### src/rtl/dtg_pkg.sv
`timescale 1ns/1ps
package dtg_pkg;
    typedef enum logic {
        PH_DRAW   = 1'b0,
        PH_HBLANK = 1'b1
    } phase_e;

    localparam int REG_W    = 16;
    localparam int CMP_W    = 8;
    localparam int BIT_VB   = 0;
    localparam int BIT_HB   = 1;
    localparam int BIT_MT   = 2;
    localparam int BIT_VBEN = 3;
    localparam int BIT_HBEN = 4;
    localparam int BIT_MTEN = 5;
    localparam int CMP_LSB  = 8;
endpackage

### src/rtl/dtg_phase_fsm.sv
`timescale 1ns/1ps
module dtg_phase_fsm
    import dtg_pkg::*;
#(
    parameter int DRAW_CYC   = 960,
    parameter int HBLANK_CYC = 272
) (
    input  logic   clk,
    input  logic   rst,
    output phase_e phase,
    output logic   hb_pulse,
    output logic   line_done
);
    localparam int MAXC = (DRAW_CYC > HBLANK_CYC) ? DRAW_CYC : HBLANK_CYC;
    localparam int CW   = (MAXC > 1) ? $clog2(MAXC) : 1;
    localparam logic [CW-1:0] DRAW_LAST = CW'(DRAW_CYC - 1);
    localparam logic [CW-1:0] HB_LAST   = CW'(HBLANK_CYC - 1);

    phase_e        state_q, state_d;
    logic [CW-1:0] cnt_q, cnt_d;
    logic          draw_done;

    // State register
    always_ff @(posedge clk) begin
        if (rst) begin
            state_q  <= PH_DRAW;
            cnt_q    <= '0;
            hb_pulse <= 1'b0;
        end else begin
            state_q  <= state_d;
            cnt_q    <= cnt_d;
            hb_pulse <= draw_done;
        end
    end

    // Next state and transition outputs
    always_comb begin
        state_d   = state_q;
        cnt_d     = cnt_q + 1'b1;
        draw_done = 1'b0;
        line_done = 1'b0;
        unique case (state_q)
            PH_DRAW: begin
                if (cnt_q == DRAW_LAST) begin
                    draw_done = 1'b1;
                    state_d   = PH_HBLANK;
                    cnt_d     = '0;
                end
            end
            PH_HBLANK: begin
                if (cnt_q == HB_LAST) begin
                    line_done = 1'b1;
                    state_d   = PH_DRAW;
                    cnt_d     = '0;
                end
            end
        endcase
    end

    assign phase = state_q;


    hb_pulse_entry_chk: assert property (@(posedge clk) disable iff (rst)
        hb_pulse |-> (phase == PH_HBLANK && $past(phase) == PH_DRAW));


    hb_leave_chk: assert property (@(posedge clk) disable iff (rst)
        $fell(phase == PH_HBLANK) |-> $past(line_done));
endmodule

### src/rtl/dtg_line_ctr.sv
`timescale 1ns/1ps
module dtg_line_ctr
    import dtg_pkg::*;
#(
    parameter int TOTAL_LINES   = 228,
    parameter int VISIBLE_LINES = 160,
    parameter int LINE_W        = 8
) (
    input  logic              clk,
    input  logic              rst,
    input  logic              line_done,
    input  logic [CMP_W-1:0]  cmp_val,
    output logic [LINE_W-1:0] line,
    output logic              vblank,
    output logic              match,
    output logic              vb_evt,
    output logic              match_evt
);
    localparam logic [LINE_W-1:0] LAST_L = LINE_W'(TOTAL_LINES - 1);
    localparam logic [LINE_W-1:0] VIS_L  = LINE_W'(VISIBLE_LINES);

    logic [LINE_W-1:0] next_line;
    logic              hit;

    always_comb begin
        next_line = (line == LAST_L) ? '0 : line + 1'b1;
        hit       = (32'(next_line) == 32'(cmp_val));
    end

    always_ff @(posedge clk) begin
        if (rst) begin
            line      <= '0;
            vblank    <= 1'b0;
            match     <= 1'b0;
            vb_evt    <= 1'b0;
            match_evt <= 1'b0;
        end else begin
            vb_evt    <= line_done && (next_line == VIS_L);
            match_evt <= line_done && hit;
            if (line_done) begin
                line  <= next_line;
                match <= hit;
                if (next_line == VIS_L)
                    vblank <= 1'b1;
                else if (next_line == LAST_L)
                    vblank <= 1'b0;
            end
        end
    end


    line_move_chk: assert property (@(posedge clk) disable iff (rst)
        !$stable(line) |-> $past(line_done));


    vb_window_chk: assert property (@(posedge clk) disable iff (rst)
        (line >= VIS_L && line < LAST_L) |-> vblank);


    vb_clear_chk: assert property (@(posedge clk) disable iff (rst)
        (line == LAST_L || line < VIS_L) |-> !vblank);


    match_rise_chk: assert property (@(posedge clk) disable iff (rst)
        $rose(match) |-> $past(line_done));
endmodule

### src/rtl/dtg_regs.sv
`timescale 1ns/1ps
module dtg_regs
    import dtg_pkg::*;
#(
    parameter int LINE_W = 8
) (
    input  logic              clk,
    input  logic              rst,
    input  logic              wr,
    input  logic              addr,
    input  logic [REG_W-1:0]  wdata,
    input  logic              vblank,
    input  logic              hblank,
    input  logic              match,
    input  logic [LINE_W-1:0] line,
    output logic              en_vb,
    output logic              en_hb,
    output logic              en_mt,
    output logic [CMP_W-1:0]  cmp_val,
    output logic [REG_W-1:0]  rdata
);
    logic unused_wbits;
    assign unused_wbits = ^{wdata[7:6], wdata[2:0]};

    always_ff @(posedge clk) begin
        if (rst) begin
            en_vb   <= 1'b0;
            en_hb   <= 1'b0;
            en_mt   <= 1'b0;
            cmp_val <= '0;
        end else if (wr && !addr) begin
            en_vb   <= wdata[BIT_VBEN];
            en_hb   <= wdata[BIT_HBEN];
            en_mt   <= wdata[BIT_MTEN];
            cmp_val <= wdata[CMP_LSB +: CMP_W];
        end
    end

    always_comb begin
        if (addr) begin
            rdata = REG_W'(line);
        end else begin
            rdata = '0;
            rdata[BIT_VB]               = vblank;
            rdata[BIT_HB]               = hblank;
            rdata[BIT_MT]               = match;
            rdata[BIT_VBEN]             = en_vb;
            rdata[BIT_HBEN]             = en_hb;
            rdata[BIT_MTEN]             = en_mt;
            rdata[CMP_LSB +: CMP_W]     = cmp_val;
        end
    end


    ctl_hold_chk: assert property (@(posedge clk) disable iff (rst)
        $past(!(wr && !addr)) |-> ($stable(cmp_val) && $stable(en_vb)
                                   && $stable(en_hb) && $stable(en_mt)));
endmodule

### src/rtl/raster_timing_gen.sv
`timescale 1ns/1ps
module raster_timing_gen
    import dtg_pkg::*;
#(
    parameter int DRAW_CYC      = 960,
    parameter int HBLANK_CYC    = 272,
    parameter int TOTAL_LINES   = 228,
    parameter int VISIBLE_LINES = 160
) (
    input  logic        clk,
    input  logic        rst,
    input  logic        reg_wr,
    input  logic        reg_addr,
    input  logic [15:0] reg_wdata,
    output logic [15:0] reg_rdata,
    output logic        draw_active,
    output logic        irq_hblank,
    output logic        irq_vblank,
    output logic        irq_match
);
    localparam int LINE_W = $clog2(TOTAL_LINES);

    phase_e            phase;
    logic              hb_pulse, line_done;
    logic [LINE_W-1:0] line;
    logic              vblank, match, vb_evt, match_evt;
    logic              en_vb, en_hb, en_mt;
    logic [CMP_W-1:0]  cmp_val;
    logic              hblank;

    dtg_phase_fsm #(
        .DRAW_CYC   (DRAW_CYC),
        .HBLANK_CYC (HBLANK_CYC)
    ) u_fsm (
        .clk       (clk),
        .rst       (rst),
        .phase     (phase),
        .hb_pulse  (hb_pulse),
        .line_done (line_done)
    );

    dtg_line_ctr #(
        .TOTAL_LINES   (TOTAL_LINES),
        .VISIBLE_LINES (VISIBLE_LINES),
        .LINE_W        (LINE_W)
    ) u_lines (
        .clk       (clk),
        .rst       (rst),
        .line_done (line_done),
        .cmp_val   (cmp_val),
        .line      (line),
        .vblank    (vblank),
        .match     (match),
        .vb_evt    (vb_evt),
        .match_evt (match_evt)
    );

    dtg_regs #(
        .LINE_W (LINE_W)
    ) u_regs (
        .clk     (clk),
        .rst     (rst),
        .wr      (reg_wr),
        .addr    (reg_addr),
        .wdata   (reg_wdata),
        .vblank  (vblank),
        .hblank  (hblank),
        .match   (match),
        .line    (line),
        .en_vb   (en_vb),
        .en_hb   (en_hb),
        .en_mt   (en_mt),
        .cmp_val (cmp_val),
        .rdata   (reg_rdata)
    );

    // Output process
    always_comb begin
        hblank      = (phase == PH_HBLANK);
        draw_active = (phase == PH_DRAW);
        irq_hblank  = hb_pulse  && en_hb;
        irq_vblank  = vb_evt    && en_vb;
        irq_match   = match_evt && en_mt;
    end


    irq_single_chk: assert property (@(posedge clk) disable iff (rst)
        (irq_hblank || irq_vblank || irq_match) |=>
            !($past(irq_hblank) && irq_hblank) && !($past(irq_vblank) && irq_vblank)
            && !($past(irq_match) && irq_match));


    irq_vb_flag_chk: assert property (@(posedge clk) disable iff (rst)
        irq_vblank |-> (vblank && $rose(vblank)));


    irq_mt_flag_chk: assert property (@(posedge clk) disable iff (rst)
        irq_match |-> match);
endmodule

### config.mk
export PLATFORM = sky130hd
export DESIGN_NAME = raster_timing_gen
export DESIGN_NICKNAME = d
export VERILOG_FILES = /design/src/rtl/dtg_pkg.sv /design/src/rtl/dtg_phase_fsm.sv /design/src/rtl/dtg_line_ctr.sv /design/src/rtl/dtg_regs.sv /design/src/rtl/raster_timing_gen.sv
export SDC_FILE = /design/constraint.sdc
export NUM_CORES = 1
export LEC_CHECK = 0
export BUFFER_PORTS_ARGS = -buffer_cell sky130_fd_sc_hd__buf_2
export CAP_MARGIN = 10
export CELL_PAD_IN_SITES_DETAIL_PLACEMENT = 0
export CELL_PAD_IN_SITES_GLOBAL_PLACEMENT = 1
export CORE_ASPECT_RATIO = 1.25
export CORE_MARGIN = 3
export CORE_UTILIZATION = 44
export CTS_BUF_LIST = sky130_fd_sc_hd__clkbuf_4 sky130_fd_sc_hd__clkbuf_8
export CTS_CLUSTER_SIZE = 12
export DETAILED_ROUTE_END_ITERATION = 16
export GPL_TIMING_DRIVEN = 0
export PLACE_DENSITY = 0.87
export SLEW_MARGIN = 10
export SYNTH_ARGS = -nofsm -noshare
export SYNTH_HDL_FRONTEND = slang
export SYNTH_HIERARCHICAL = 1
export SYNTH_SLANG_ARGS = --single-unit
export TNS_END_PERCENT = 50
### constraint.sdc
create_clock -name clk -period 3 [get_ports clk]
set_clock_uncertainty 0.15 [all_clocks]
set_input_delay 0.6 -clock clk [delete_from_list [all_inputs] [get_ports clk]]
set_output_delay 0.6 -clock clk [all_outputs]
set_load 0.02 [all_outputs]
==> results.cfg <==
[outcome]
run_status = finished, final reports clean

[floorplanning]
fp.dieH_um = 85.5
floorplan.die.width_um = 69.6
initial_cell_density_of_the_core = 0.464
floorplan.core_area_um2 = 4800
ios = 40
rows = 28
die_area_um2 = 5950

[pwr]
p_total_mw = 1.03
vdd.ir_drop.worst_v = 0.000261
power_density_nw_per_um2 = 397
sequential_power_share = 0.474
p_leak_nw = 0.941
power.combinational.fraction = 0.081
sw_frac_of_total = 0.230
part_of_the_total_power_dissipated_in_the_clock_network = 0.444
power_report.internal_total_mw = 0.790
power.net_switching_mw = 0.236

[logic_synthesis]
mean_post_synth_cell_area_um2 = 9.19
synth.lib_cells_used.distinct = 57
synth_enable_flop_cells = 0
synth_cells = 242
asyncSetResetFlopFracSynth = 0
syn-num-nets = 265
yosys_warnings = 6
synth.yosys.seq_area_share = 0.315
synth-seq-cells = 35
synthesis.area_um2 = 2220
dominantRegCellSynth = sky130_fd_sc_hd__dfxtp_1

[timing]
finalWorstSetupSlack_ns = 0.510
hold_slack_ns = 0.346
slew-limit-headroom = 0.609
final.period_utilization = 0.830
setup-tns-final_ns = 0
finalWorstPathRequiredPeriod_ns = 2.49
final_hold_viol_count = 0
setup-violations-final = 0
slew_viol_final = 0
tightest_slew_ns = 0.583
unrepaired_setup_endpoints_after_global_routing = false
fmax_mhz = 402

[critical_path]
critPathRequiredTime_ns = 3.09
criticalPathCategory = reg2reg
regToRegStartpoint = u_fsm/cnt_q[0]
length_in_cells_of_the_worst_reg_to_reg_path = 8
rr_endpoint = u_lines/match
startpoint_type = register
cp_max_fo = 4
timing.critical_path.to_type = register
worst_ep_arrival_ns = 2.58
setup.reg_to_reg.worst_slack_ns = 0.51

[worst_hold_path]
min_to = u_lines/vblank
hp-class = reg2reg
hold_path_startpoint = u_lines/vblank
min_path_cells = 1

[drt]
drc = 0
ant_nets = 0
aggregate_routed_wire_length_mm = 5.05
drtIter0Drc = 64
via_count = 1911
first_pass_iters = 4
ratio_of_routed_vias_to_standard_cells = 5.57
wire_per_inst_um = 14.7

[clock_network]
cts_made_buffers = 5
tritoncts = yes
cts_htree_levels = 2
worstSkewPairLatency_ns = 0.29
clock_pin_slew_on_the_worst_setup_and_hold_paths_ns = 0.08
ctsHoldBuffers = 0
root_buffer = sky130_fd_sc_hd__clkbuf_8
ctsResizeCount = 0
clkSinkCount = 35
cts_post_setup_buffers_inserted = 0
cts_max_path_buffers = 2

[layout]
num-nets-final = 305
largest-register = u_fsm/cnt_q
layout_top_registers = u_fsm/cnt_q x10, u_lines/line x8, u_regs/cmp_val x8
fin_cells = 343
utilization = 0.539
area.growth.synth_to_final_pct = 16.3
largest_register_ff_count = 10
post-route-cell-area_um2 = 2590
share_of_layout_cells_above_drive_strength_1 = 0.269
ant_diodes = 0

[flow_run]
maxCapViolations = 0

[place]
portBuffers = 33
place_congestion = 0.881
dp_slack_ns = 0.514
placedCellCount = 335
detailedPlacementHpwl_mm = 3.81
place_area_um2 = 2460

[global_routing]
via_count_of_the_first_global_routing_pass = 1800
globalRoute.totalOverflow = 0
grt_use_total = 0.176
grt_pass1_wl_mm = 8.47
grt_start_max_net_pins = 13
grt_antenna_before_repair = 0
==> layer usage <==
metal | vias to the layer above | GRT usage | wire length, um
li1 | 966 | - | -
met1 | 904 | 0.213 | 2240
met2 | 30 | 0.305 | 2530
met3 | 11 | 0.0422 | 169
met4 | 0 | 0.0622 | 106
met5 | - | 0 | 0
==> layout by cell type, fill, tap and decap left out, drive strengths merged, types with 8 or more instances in the layout <==
cell type / Yosys / layout
buf: 11 / 44
clkbuf: 6 / 12
dfxtp: 35 / 35
inv: 7 / 8
nand2: 11 / 11
nand2b: 11 / 11
nand3: 11 / 11
nand4bb: 11 / 11
nor2: 12 / 12
nor2b: 11 / 11
o21ai: 18 / 18
xnor2: 13 / 13
==> worst max-delay path by stage <==
stage	to	from	depth (start not counted)
finish	u_lines/match	u_fsm/cnt_q[0]	8
global route	u_lines/match	u_fsm/cnt_q[6]	7
CTS	u_lines/match	u_fsm/cnt_q[0]	8
detailed placement	u_lines/match	u_fsm/cnt_q[0]	8
global placement	u_lines/match	u_fsm/cnt_q[0]	8
floorplan	u_lines/match	u_fsm/cnt_q[0]	8
==> final cells by class <==
type                    instances  area, um2
flip-flops and latches         35        701
clock inverters                 2       38.8
plain buffers                  17        110
well taps                      60       75.1
inverters                       7       26.3
multi-input cells             183       1390
repair buffers                 33        165
fillers                       463       2210
clock buffers                   6       82.6
==> synthesized netlist by cell type, drive strengths merged (6+ instances only) <==
master	number	area, um2
dfxtp	35	701
o21ai	18	90.1
xnor2	13	114
nor2	12	52.6
buf	11	86.3
nand2	11	41.3
nand2b	11	68.8
nand3	11	65.1
nand4bb	11	124
nor2b	11	71.3
a211oi	7	62.6
inv	7	26.3
mux2	7	101
and2	6	37.5
clkbuf	6	23.8
nor3	6	30.0
or3	6	40.0
==> logic make-up (layout without fill, tap and decap cells) <==
kind of cell	after synthesis	count (layout)	share of synthesized area
buffers and inverters	24	65	0.0613
multiplexers	10	10	0.0591
AND/OR/NAND/NOR	105	105	0.327
XOR/XNOR	18	18	0.0709
flip-flops	35	35	0.315
adder cells (fa/ha/maj)	3	3	0.0169
AO/OA/AOI/OAI	47	47	0.150
==> worst max-delay path: stages (launching register included) <==
cell                        delay, ns
sky130_fd_sc_hd__dfxtp_1         0.39
sky130_fd_sc_hd__ha_1            0.23
sky130_fd_sc_hd__and3_2          0.24
sky130_fd_sc_hd__and4_1          0.27
sky130_fd_sc_hd__inv_1           0.11
sky130_fd_sc_hd__a2111oi_0       0.29
sky130_fd_sc_hd__o2111ai_1       0.21
sky130_fd_sc_hd__a2111oi_2       0.41
sky130_fd_sc_hd__a31o_1          0.14
==> power by group through the flow <==
| stage | Clock, mW | Combinational [mW] | Sequential, mW |
|---|---|---|---|
| 2_1_floorplan | 0 | 0.0595 | 0.495 |
| 3_3_place_gp | 0 | 0.0827 | 0.498 |
| 3_5_place_dp | 0 | 0.0838 | 0.498 |
| 4_1_cts | 0.467 | 0.0842 | 0.487 |
| 5_1_grt | 0.482 | 0.0929 | 0.489 |
| 6_report | 0.456 | 0.0833 | 0.487 |
(Power assumes the default switching activity.)
